## config.mk

```make
export PLATFORM = sky130hd
export DESIGN_NAME = wfd_acq_ctrl
export DESIGN_NICKNAME = d
export VERILOG_FILES = /design/src/rtl/wfd_acq_pkg.sv /design/src/rtl/wfd_ext_edge.sv /design/src/rtl/wfd_addr_gen.sv /design/src/rtl/wfd_bank_ctrl.sv /design/src/rtl/wfd_acq_ctrl.sv
export SDC_FILE = /design/constraint.sdc
export NUM_CORES = 1
export LEC_CHECK = 0
export BUFFER_PORTS_ARGS = -buffer_cell sky130_fd_sc_hd__buf_4
export CAP_MARGIN = 40
export CELL_PAD_IN_SITES_DETAIL_PLACEMENT = 0
export CELL_PAD_IN_SITES_GLOBAL_PLACEMENT = 1
export CORE_ASPECT_RATIO = 2
export CORE_MARGIN = 5
export CORE_UTILIZATION = 35
export CTS_BUF_LIST = sky130_fd_sc_hd__clkbuf_16
export DETAILED_ROUTE_END_ITERATION = 8
export PLACE_DENSITY_LB_ADDON = 0.1
export REMOVE_ABC_BUFFERS = 1
export SYNTH_ARGS = -nofsm -noshare
export SYNTH_HDL_FRONTEND = slang
export SYNTH_SLANG_ARGS = --single-unit
```

## constraint.sdc

```tcl
create_clock -name clk -period 6.1 [get_ports clk]
set_input_delay 0.305 -clock clk [delete_from_list [all_inputs] [get_ports clk]]
set_output_delay 0.305 -clock clk [all_outputs]
set_load 0.03 [all_outputs]
```

## src/rtl/wfd_acq_pkg.sv

```systemverilog
package wfd_acq_pkg;

  localparam int unsigned ADDR_W = 17;

  typedef enum logic [1:0] {
    ST_IDLE = 2'd0,
    ST_PRE  = 2'd1,
    ST_RUN  = 2'd2,
    ST_POST = 2'd3
  } acq_state_e;

  // Last valid address of an event for a given length code.
  function automatic logic [ADDR_W-1:0] size_last(input logic [2:0] sel);
    int unsigned sh;
    logic [63:0] span;
    case (sel)
      3'd0:    sh = 7;
      3'd1:    sh = 8;
      3'd2:    sh = 9;
      3'd3:    sh = 10;
      3'd4:    sh = 11;
      3'd5:    sh = 12;
      3'd6:    sh = 14;
      default: sh = 17;
    endcase
    span = (64'd1 << sh) - 64'd1;
    return span[ADDR_W-1:0];
  endfunction

endpackage

```

## src/rtl/wfd_ext_edge.sv

```systemverilog
module wfd_ext_edge #(
  parameter int unsigned SYNC_STAGES = 2,
  parameter int unsigned N_SRC       = 2
) (
  input  logic             clk,
  input  logic             rst_n,
  input  logic [N_SRC-1:0] src_in,
  input  logic [N_SRC-1:0] src_en,
  output logic             lvl,
  output logic             rise
);

  logic [N_SRC-1:0] src_sync;
  logic             lvl_q;

  genvar g;
  generate
    for (g = 0; g < N_SRC; g++) begin : g_src
      logic [SYNC_STAGES-1:0] chain_q;
      always_ff @(posedge clk or negedge rst_n) begin
        if (!rst_n) chain_q <= '0;
        else        chain_q <= {chain_q[SYNC_STAGES-2:0], src_in[g]};
      end
      assign src_sync[g] = chain_q[SYNC_STAGES-1];
    end
  endgenerate

  assign lvl  = |(src_sync & src_en);
  assign rise = lvl & ~lvl_q;

  always_ff @(posedge clk or negedge rst_n) begin
    if (!rst_n) lvl_q <= 1'b0;
    else        lvl_q <= lvl;
  end

  // one held pulse yields one event
  p_single_rise_r11: assert property (@(posedge clk) disable iff (!rst_n)
    rise |=> !rise);

endmodule

```

## src/rtl/wfd_addr_gen.sv

```systemverilog
module wfd_addr_gen
  import wfd_acq_pkg::*;
(
  input  logic              clk,
  input  logic              rst_n,
  input  logic              clr,
  input  logic              adv,
  input  logic [2:0]        size_sel,
  output logic [ADDR_W-1:0] addr,
  output logic              at_end
);

  logic [ADDR_W-1:0] addr_q, addr_d, last_a;

  assign last_a = size_last(size_sel);
  assign at_end = (addr_q == last_a);
  assign addr   = addr_q;

  always_comb begin
    addr_d = addr_q;
    if (clr)      addr_d = '0;
    else if (adv) addr_d = at_end ? '0 : addr_q + 1'b1;
  end

  always_ff @(posedge clk or negedge rst_n) begin
    if (!rst_n)          addr_q <= '0;
    else if (clr || adv) addr_q <= addr_d;
  end

  // a write never targets an address beyond the selected event length
  p_addr_bound_r6: assert property (@(posedge clk) disable iff (!rst_n)
    adv |-> (addr_q <= last_a));

endmodule

```

## src/rtl/wfd_bank_ctrl.sv

```systemverilog
module wfd_bank_ctrl #(
  parameter int unsigned N_BANK = 2,
  parameter int unsigned EVT_W  = 16,
  localparam int unsigned BW    = (N_BANK > 1) ? $clog2(N_BANK) : 1
) (
  input  logic                          clk,
  input  logic                          rst_n,
  input  logic [N_BANK-1:0]             arm_req,
  input  logic [N_BANK-1:0]             disarm_req,
  input  logic                          cap_end,
  input  logic [BW-1:0]                 cap_bank,
  output logic [N_BANK-1:0]             armed,
  output logic                          any_armed,
  output logic [BW-1:0]                 sel_bank,
  output logic                          done,
  output logic [N_BANK-1:0][EVT_W-1:0]  evt_num
);

  logic [N_BANK-1:0]            armed_q, armed_d;
  logic                         done_q, done_d;
  logic [EVT_W-1:0]             evt_cnt_q, evt_cnt_d;
  logic [N_BANK-1:0][EVT_W-1:0] evt_num_q, evt_num_d;

  assign armed     = armed_q;
  assign any_armed = |armed_q;
  assign done      = done_q;
  assign evt_num   = evt_num_q;

  // Lowest armed bank index wins
  always_comb begin
    sel_bank = '0;
    for (int i = N_BANK - 1; i >= 0; i--) begin
      if (armed_q[i]) sel_bank = BW'(i);
    end
  end

  always_comb begin
    for (int i = 0; i < N_BANK; i++) begin
      if (cap_end)            armed_d[i] = 1'b0;
      else if (disarm_req[i]) armed_d[i] = 1'b0;
      else if (arm_req[i])    armed_d[i] = 1'b1;
      else                    armed_d[i] = armed_q[i];
    end
    if (cap_end)       done_d = 1'b1;
    else if (|arm_req) done_d = 1'b0;
    else               done_d = done_q;
    evt_cnt_d = evt_cnt_q;
    evt_num_d = evt_num_q;
    if (cap_end) begin
      evt_cnt_d           = evt_cnt_q + 1'b1;
      evt_num_d[cap_bank] = evt_cnt_q + 1'b1;
    end
  end

  always_ff @(posedge clk or negedge rst_n) begin
    if (!rst_n) begin
      armed_q <= '0;
      done_q  <= 1'b0;
    end else begin
      armed_q <= armed_d;
      done_q  <= done_d;
    end
  end

  always_ff @(posedge clk or negedge rst_n) begin
    if (!rst_n) begin
      evt_cnt_q <= '0;
      evt_num_q <= '0;
    end else if (cap_end) begin
      evt_cnt_q <= evt_cnt_d;
      evt_num_q <= evt_num_d;
    end
  end

endmodule

```

## src/rtl/wfd_acq_ctrl.sv

```systemverilog
module wfd_acq_ctrl
  import wfd_acq_pkg::*;
#(
  parameter int unsigned DLY_W       = 8,
  parameter int unsigned EVT_W       = 16,
  parameter int unsigned SYNC_STAGES = 2
) (
  input  logic              clk,
  input  logic              rst_n,
  input  logic              cmd_start,
  input  logic              cmd_stop,
  input  logic              fp_start,
  input  logic              fp_stop,
  input  logic              bp_start,
  input  logic              bp_stop,
  input  logic              fp_en,
  input  logic              bp_en,
  input  logic              gate_mode,
  input  logic              start_dly_en,
  input  logic [DLY_W-1:0]  start_dly,
  input  logic              stop_dly_en,
  input  logic [DLY_W-1:0]  stop_dly,
  input  logic [2:0]        size_sel,
  input  logic              wrap_en,
  input  logic              trig_on_stop,
  input  logic [1:0]        arm_req,
  input  logic [1:0]        disarm_req,
  output logic              mem_we,
  output logic              mem_bank,
  output logic [ADDR_W-1:0] mem_addr,
  output logic              busy,
  output logic              done,
  output logic [1:0]        armed,
  output logic              trig_out,
  output logic [EVT_W-1:0]  evt_num0,
  output logic [EVT_W-1:0]  evt_num1
);

  localparam int unsigned N_BANK = 2;
  localparam int unsigned N_SRC  = 2;

  acq_state_e        state_q, state_d;
  logic [DLY_W-1:0]  cnt_q, cnt_d;
  logic              bank_q, bank_d;
  logic              trig_q;

  logic              st_lvl, st_rise, sp_rise;
  logic              unused_sp_lvl;
  logic              at_end, any_armed, sel_bank;
  logic              start_ok, cap_end, writing;
  logic              start_evt, stop_evt, gate_closed, buf_full;
  logic [N_BANK-1:0][EVT_W-1:0] evt_num_w;

  wfd_ext_edge #(.SYNC_STAGES(SYNC_STAGES), .N_SRC(N_SRC)) u_start_edge (
    .clk    (clk),
    .rst_n  (rst_n),
    .src_in ({bp_start, fp_start}),
    .src_en ({bp_en, fp_en}),
    .lvl    (st_lvl),
    .rise   (st_rise)
  );

  wfd_ext_edge #(.SYNC_STAGES(SYNC_STAGES), .N_SRC(N_SRC)) u_stop_edge (
    .clk    (clk),
    .rst_n  (rst_n),
    .src_in ({bp_stop, fp_stop}),
    .src_en ({bp_en, fp_en}),
    .lvl    (unused_sp_lvl),
    .rise   (sp_rise)
  );

  wfd_addr_gen u_addr (
    .clk      (clk),
    .rst_n    (rst_n),
    .clr      (start_ok),
    .adv      (writing),
    .size_sel (size_sel),
    .addr     (mem_addr),
    .at_end   (at_end)
  );

  wfd_bank_ctrl #(.N_BANK(N_BANK), .EVT_W(EVT_W)) u_banks (
    .clk        (clk),
    .rst_n      (rst_n),
    .arm_req    (arm_req),
    .disarm_req (disarm_req),
    .cap_end    (cap_end),
    .cap_bank   (bank_q),
    .armed      (armed),
    .any_armed  (any_armed),
    .sel_bank   (sel_bank),
    .done       (done),
    .evt_num    (evt_num_w)
  );

  assign evt_num0    = evt_num_w[0];
  assign evt_num1    = evt_num_w[1];
  assign writing     = (state_q == ST_RUN) || (state_q == ST_POST);
  assign mem_we      = writing;
  assign mem_bank    = bank_q;
  assign busy        = (state_q != ST_IDLE);
  assign trig_out    = trig_q;

  assign start_evt   = gate_mode ? st_rise : (cmd_start | st_rise);
  assign stop_evt    = !gate_mode && (cmd_stop | sp_rise);
  assign gate_closed = gate_mode && !st_lvl;
  assign buf_full    = at_end && !wrap_en;

  // Next-state logic
  always_comb begin
    state_d  = state_q;
    cnt_d    = cnt_q;
    bank_d   = bank_q;
    start_ok = 1'b0;
    cap_end  = 1'b0;
    case (state_q)
      ST_IDLE: begin
        if (start_evt && any_armed) begin
          start_ok = 1'b1;
          bank_d   = sel_bank;
          if (!gate_mode && start_dly_en && (start_dly != '0)) begin
            state_d = ST_PRE;
            cnt_d   = start_dly;
          end else begin
            state_d = ST_RUN;
          end
        end
      end
      ST_PRE: begin
        if (cnt_q <= DLY_W'(1)) state_d = ST_RUN;
        else                    cnt_d   = cnt_q - 1'b1;
      end
      ST_RUN: begin
        if (buf_full || gate_closed) begin
          cap_end = 1'b1;
        end else if (stop_evt) begin
          if (stop_dly_en && (stop_dly != '0)) begin
            state_d = ST_POST;
            cnt_d   = stop_dly;
          end else begin
            cap_end = 1'b1;
          end
        end
      end
      ST_POST: begin
        if (buf_full || (cnt_q <= DLY_W'(1))) cap_end = 1'b1;
        else                                  cnt_d   = cnt_q - 1'b1;
      end
      default: state_d = ST_IDLE;
    endcase
    if (cap_end) state_d = ST_IDLE;
  end

  // Registers
  always_ff @(posedge clk or negedge rst_n) begin
    if (!rst_n) begin
      state_q <= ST_IDLE;
      cnt_q   <= '0;
      bank_q  <= 1'b0;
      trig_q  <= 1'b0;
    end else begin
      state_q <= state_d;
      trig_q  <= cap_end & trig_on_stop;
      if (state_d == ST_PRE || state_d == ST_POST) cnt_q <= cnt_d;
      if (start_ok) bank_q <= bank_d;
    end
  end

  // a capture only begins while some bank was armed
  p_start_armed_r7: assert property (@(posedge clk) disable iff (!rst_n)
    $rose(busy) |-> ($past(armed) != 2'b00));

  // end of capture leaves no bank armed and raises done
  p_end_disarm_r8: assert property (@(posedge clk) disable iff (!rst_n)
    $fell(busy) |-> (armed == 2'b00 && done));

  // the stop trigger lasts a single cycle
  p_trig_single_r9: assert property (@(posedge clk) disable iff (!rst_n)
    trig_out |=> !trig_out);

  // the stop trigger follows the final write
  p_trig_at_end_r9: assert property (@(posedge clk) disable iff (!rst_n)
    trig_out |-> (!busy && $past(busy)));

  // no write strobe once busy has dropped
  p_we_in_busy_r12: assert property (@(posedge clk) disable iff (!rst_n)
    !busy |-> !mem_we);

endmodule

```

== After elaboration in Yosys (flattened, before gate mapping) ==
Index checks and enable logic that the tools add are counted.

* Flip-flop bits (word level): 90
* Bits of input ports: 38
* Output and inout bits: 56
* Word-level logic and storage cells: 126

* Add/subtract/negate cells: 4
* Order comparisons: 3
* Equal/unequal tests: 19
* Shifts and indexed selects: 1
* Multiplexer cells: 41
* Bitwise gates (word level): 9
* Reduce and logical (&&, ||, !) cells: 32

{| class="wikitable"
|+ Operators by type and width
! cell !! number
|-
| two-way mux 8 bit || 7
|-
| two-way mux 17 bit || 3
|-
| one-hot mux 5 bit (7 select lines) || 1
|-
| bitwise mux 32 bit || 1
|-
| one-hot mux 8 bit (4 select lines) || 1
|-
| adder 17 x 1 -> 17 bit (second input constant) || 1
|-
| equality test 17 bit || 1
|-
| two-way mux 1 bit || 17
|-
| << shifter 1 x 5 -> 17 bit (first input constant) || 1
|-
| subtractor 17 x 1 -> 17 bit (second input constant) || 1
|-
| adder 16 x 1 -> 16 bit (second input constant) || 1
|-
| demux 16 bit (select 1 bit) || 1
|-
| two-way mux 16 bit || 1
|-
| nonzero test 8 bit || 2
|-
| two-way mux 2 bit || 7
|-
| != test 2 bit (second input constant) || 6
|-
| equality test 3 bit (second input constant) || 3
|-
| less-or-equal comparator 8 x 1 -> 1 bit (second input constant) || 1
|-
| logical AND 1 bit || 8
|-
| AND reduction 8 bit || 1
|-
| OR reduction 2 bit || 4
|-
| subtractor 8 x 1 -> 8 bit (second input constant) || 1
|-
| equality test 2 bit (second input constant) || 3
|-
| equality test 3 x 2 -> 1 bit (second input constant) || 2
|-
| other kinds (19) || 34
|}

== Longest topological paths before layout ==
* Depth in word-level cells: 13
* Mapped depth: 9
* Gate-level depth less buffers: 9

== Modules after synthesis ==
From an unflattened synthesis, not the netlist that was laid out.

* Cell total of the unflattened synthesis: 477
* Area, all modules: 4704.5 um^2

{| class="wikitable"
|+ Modules (own cells, without submodules)
! module !! instances !! cells an instance !! area an instance (um^2) !! seq. area each (um^2)
|-
| wfd_bank_ctrl || 1 || 213 || 2233.4 || 1276.2
|-
| wfd_addr_gen || 1 || 140 || 1233.7 || 425.4
|-
| wfd_acq_ctrl || 1 || 110 || 942.2 || 300.3
|-
| wfd_ext_edge || 2 || 7 || 147.6 || 125.1
|}

== Worst setup path after synthesis ==
OpenSTA, ideal clock, no wires.

* Path kind: reg2reg
* From: register u_addr.addr_q[7] (netlist: u_addr.addr[7])
* To: register u_banks.evt_cnt_q[11]
* Setup time: 0.125 ns
* Data arrival time: 2.356 ns
* Data required time: 5.975 ns
* Path slack: 3.620 ns
* Cell stages (with the launch flop): 10
* Buffers on the path: 2
* Period minus slack after synthesis: 2.480 ns
* Path through: dfrtp_1 > buf_2 > or4_1 > o22ai_1 > a21oi_1 > nor4_4 > o21a_1 > buf_4 > nand2_1 > xnor2_1

* Cells in the longest elaborated chain, start to end: 5
* Elaborated cells on any way between the ends: 7
* Classes of those cells: eq/ne (1); mux (3); reduce/logical (3)

{| class="wikitable"
|+ RTL lines
! item !! RTL line !! text
|-
| start, declared || wfd_addr_gen.sv:13 || <nowiki>logic [ADDR_W-1:0] addr_q, addr_d, last_a;</nowiki>
|-
| start signal, assigned || wfd_addr_gen.sv:27 || <nowiki>else if (clr || adv) addr_q <= addr_d;</nowiki>
|-
| equality test 17 bit (*) || wfd_addr_gen.sv:16 || <nowiki>assign at_end = (addr_q == last_a);</nowiki>
|-
| logical AND 1 bit (*) || wfd_acq_ctrl.sv:107 || <nowiki>assign buf_full = at_end && !wrap_en;</nowiki>
|-
| logical OR 1 bit (on tied branches) || wfd_acq_ctrl.sv:146, wfd_acq_ctrl.sv:134 ||
|-
| two-way mux 1 bit (on tied branches) || wfd_acq_ctrl.sv:146, wfd_acq_ctrl.sv:134 ||
|-
| one-hot mux 1 bit (2 select lines) (*) || wfd_acq_ctrl.sv:116 || <nowiki>case (state_q)</nowiki>
|-
| end signal, assigned || wfd_bank_ctrl.sv:70 || <nowiki>evt_cnt_q <= evt_cnt_d;</nowiki>
|-
| end, declared || wfd_bank_ctrl.sv:21 || <nowiki>logic [EVT_W-1:0] evt_cnt_q, evt_cnt_d;</nowiki>
|}

Mark *: on every way between the ends. The rest lies on a longest branch, timed or not.
A chain may end at the register's enable or synchronous reset.

== Worst setup path after layout ==
* From: register u_addr.addr_q[0] (netlist: u_addr.addr[0])
* To: register u_addr.addr_q[8] (netlist: u_addr.addr[8])

* Cells in the longest elaborated chain, start to end: 4
* Elaborated cells on any way between the ends: 5
* Classes of those cells: add/sub (1); eq/ne (1); mux (3)

{| class="wikitable"
|+ RTL lines
! item !! RTL line !! text
|-
| adder 17 x 1 -> 17 bit / equality test 17 bit (equally long branches) || wfd_addr_gen.sv:22, wfd_addr_gen.sv:16 ||
|-
| two-way mux 17 bit (*) (2 in series) || wfd_addr_gen.sv:22 || <nowiki>else if (adv) addr_d = at_end ? '0 : addr_q + 1'b1;</nowiki>
|-
| two-way mux 17 bit (*) || wfd_addr_gen.sv:21 || <nowiki>if (clr) addr_d = '0;</nowiki>
|}

Mark *: on every way between the ends. The rest lies on a longest branch, timed or not. The select of a mux whose other input is x is not followed.

==> run_results.csv <==
group,metric,value,unit
logic_synthesis,yosysTopAreaCell,"dfrtp_1",
setup_path,crit_path_end_kind,"register",
cts,clk_pin_slew_worst_paths,0.07,ns
cts,cts-htree-levels,3,
global_route,grtUsageTotal,0.159,
global_route,grt_max_degree,65,
floorplanning,num_io_pins,94,
cells_and_area,areaGrowthSynthToFinish,26.5,%
timing,finalClockSkew,0.0101,ns
route,totalWireLength,11.1,mm
logic_synthesis,yosysMostFrequentCell,"dfrtp_1",
cts,cts_inserted_buffers,9,
timing,rsz0062_at_grt,"no",
timing,finalSetupViolCount,0,
place,place.port_buffers,93,
route,vias,3578,
route,route.detailed.drc,0,
route,wl_per_cell,16.1,µm
floorplanning,dieArea,14700,µm²
setup_path,worst-setup-path-type,"reg -> reg",
logic_synthesis,async_flop_share,1.00,
place,dp.final_hpwl,8.47,mm
route,viasPerCell,5.18,
setup_path,critical-path-max-stage-delay,0.75,ns
timing,slew_headroom,0.440,
global_route,grt_pass1_wl,18.4,mm
timing,finalHoldViolCount,0,
floorplanning,die-width,88.2,µm
floorplanning,initial_core_util,0.356,
logic_synthesis,synth.distinct_cells,49,
floorplanning,rows,57,
route,drt-initial-drc-count,84,
logic_synthesis,synth-edff-count,0,
cts,clock_sinks,90,
logic_synthesis,syn_avg_cell_area,9.57,µm²
timing,whs,0.0700,ns
setup_path,path_cells,"ha_1 > and4_1 > o2111ai_1 > o31ai_2 > buf_4 > a21oi_1 > o21ai_0 > o31ai_1",
route,ant_nets,0,
cts,clock_latency,0.34,ns
setup_path,crit_required,6.31,ns
logic_synthesis,synthFlopType,"dfrtp_1",
logic_synthesis,ys.warnings.count,0,
cells_and_area,antenna_cells,0,
logic_synthesis,ys_seq_area_frac,0.526,
cts,clk_path_buf_depth,2,
timing,finalMaxSlewViolations,0,
setup_path,cp_max_fo,14,
timing,min_period_over_period,0.463,
logic_synthesis,synth_area,4290,µm²
cts,post-cts-setup-buffers,0,
cts,cts_root_buf,"clkbuf_16",
cells_and_area,final_nets,581,
route,first_pass_iters,4,
logic_synthesis,synthTopCellsByArea,"dfrtp_1 (53%), nand2_1 (6.6%), xnor2_1 (4.5%)",
cts,cts_tree,"yes",
timing,max_freq,354,MHz
setup_path,critPathLaunchType,"register",
setup_path,crit_arrival,3.03,ns
logic_synthesis,netlist_top_cells_count,"dfrtp_1 (90), nand2_1 (75), o21ai_1 (33), nor2_1 (27), o21ai_0 (23)",
worst_hold_path,hold_path.class,"in -> reg",
run,cap_violations,0,
cells_and_area,fillers,1217,
global_route,overflow,0,
setup_path,worst_path_max_delay_cell,"o31ai_2",
pwr,ir_drop,0.203,mV
timing,min_period,2.83,ns
timing,setup_tns,0,ns
global_route,grt_pass1_vias,3715,
logic_synthesis,synth.top_cell.area_share,0.526,
place,gp_congestion,0.881,
logic_synthesis,synth_seq_cells,90,
status,status,"finished, final reports clean",
logic_synthesis,syn_inst,448,
timing,tightest_slew,0.835,ns
cells_and_area,drive_above_1_share,0.228,
pwr,p_per_area,365,nW/µm²
global_route,grt_antenna_before_repair,0,
floorplanning,core_region_area,12100,µm²
pwr,power.leakage,0.00244,µW
floorplanning,die_h,166,µm
==> where the power goes <==
| group | internal (µW) | switching (µW) | leakage (µW) | total, µW |
|---|---|---|---|---|
| clock | 280 | 238 | 0.000135 | 518 |
| combinational | 250 | 415 | 0.00111 | 665 |
| sequential | 690 | 106 | 0.00119 | 796 |
==> metrics by stage <==
step | util | worst slack, ns | std cells | area (µm²) | total power [µW]
2_1_floorplan | - | 3.12 | 428 | 4200 | 1210
3_3_place_gp | 0.425 | 3.25 | 673 | 5120 | 1470
3_5_place_dp | 0.426 | 3.25 | 674 | 5130 | 1480
4_1_cts | 0.450 | 3.22 | 691 | 5420 | 2010
5_1_grt | 0.450 | 3.03 | 691 | 5420 | 2100
6_report | 0.450 | 3.27 | 691 | 5420 | 1980
==> registers in the layout, indices dropped and copies added (netlist names) <==
signal and count:
u_banks.evt_num 32, u_addr.addr 17, u_banks.evt_cnt_q 16, cnt_q 8, u_start_edge.g_src.chain_q 4, u_stop_edge.g_src.chain_q 4, state_q 2, u_banks.armed 2
mem_bank 1, trig_out 1, u_banks.done 1, u_start_edge.lvl_q 1, u_stop_edge.lvl_q 1
==> worst paths after layout <==
check                                                     start                              end  slack (ns)  depth (start not counted)
worst max-delay path                             u_addr.addr[0]                   u_addr.addr[8]        3.27                          8
worst min-delay path                                    bp_stop  u_stop_edge.g_src[1].chain_q[0]        0.07                          1
worst max register to register                   u_addr.addr[0]                   u_addr.addr[8]        3.27                          8
worst min register to register  u_stop_edge.g_src[0].chain_q[0]  u_stop_edge.g_src[0].chain_q[1]        0.36                          0
max in group asynchronous                                 rst_n                  u_addr.addr[13]        4.56                          3
min in group asynchronous                                 rst_n               u_banks.evt_num[3]        0.41                          2
==> timing repair <==
action | in CTS | in global routing
hold buffers | 1 | 0
hold endpoints to repair | 26 | 0
endpoints found under the setup margin | 0 | 0
gates resized for setup | 0 | 0
==> layer usage <==
layer | vias up | global-route usage | wire (µm)
met5 | - | 0 | 0
met2 | 94 | 0.285 | 5990
met4 | 0 | 0.0599 | 215
li1 | 1743 | - | -
met3 | 14 | 0.0311 | 602
met1 | 1727 | 0.179 | 4280
==> worst max-delay path, delay by kind of cell, from the launching register on <==
| family | cells | cell delay [ns] |
|---|---|---|
| compound gates | 5 | 1.31 |
| fa+ha+maj | 1 | 0.30 |
| buf+inv | 1 | 0.32 |
| flops | 1 | 0.44 |
| simple gates | 1 | 0.31 |
==> cell families (layout without fill, tap and decap cells) <==
group,Yosys count,count (layout),synth area share
AOI/OAI and AO/OA,107,107,0.150
xor gates and xnor gates,36,36,0.0736
adders and majority gates,4,4,0.0117
buffers and inverters,29,125,0.0274
DFF,90,90,0.526
muxes,8,8,0.0204
and+or+nand+nor,174,174,0.191
==> cell type report <==
type | instances | area (µm²) | share of cell area
tap | 147 | 184 | 0.0339
sequential | 90 | 2250 | 0.415
clock inverter | 7 | 53.8 | 0.00992
clock buffer | 9 | 225 | 0.0415
multi-input combinational | 329 | 1920 | 0.353
inverter | 9 | 33.8 | 0.00623
timing repair buffer | 100 | 757 | 0.140
==> cell usage in the layout (no fill, tap or decap), drive strengths merged, types with 4 or more instances in the layout <==
cell	netlist	layout
xnor2	22	22
mux2	6	6
xor2	14	14
clkbuf	13	9
nor2	27	27
o31ai	8	8
and3	10	10
dfrtp	90	90
o21ai	57	57
nor3	10	10
clkinv	0	4
nor4	6	6
nand3	22	22
a21oi	13	13
nand2	75	75
nor2b	8	8
ha	4	4
nand2b	4	4
inv	9	11
a31oi	7	7
buf	7	99
Power figures use the tool's default switching activity.
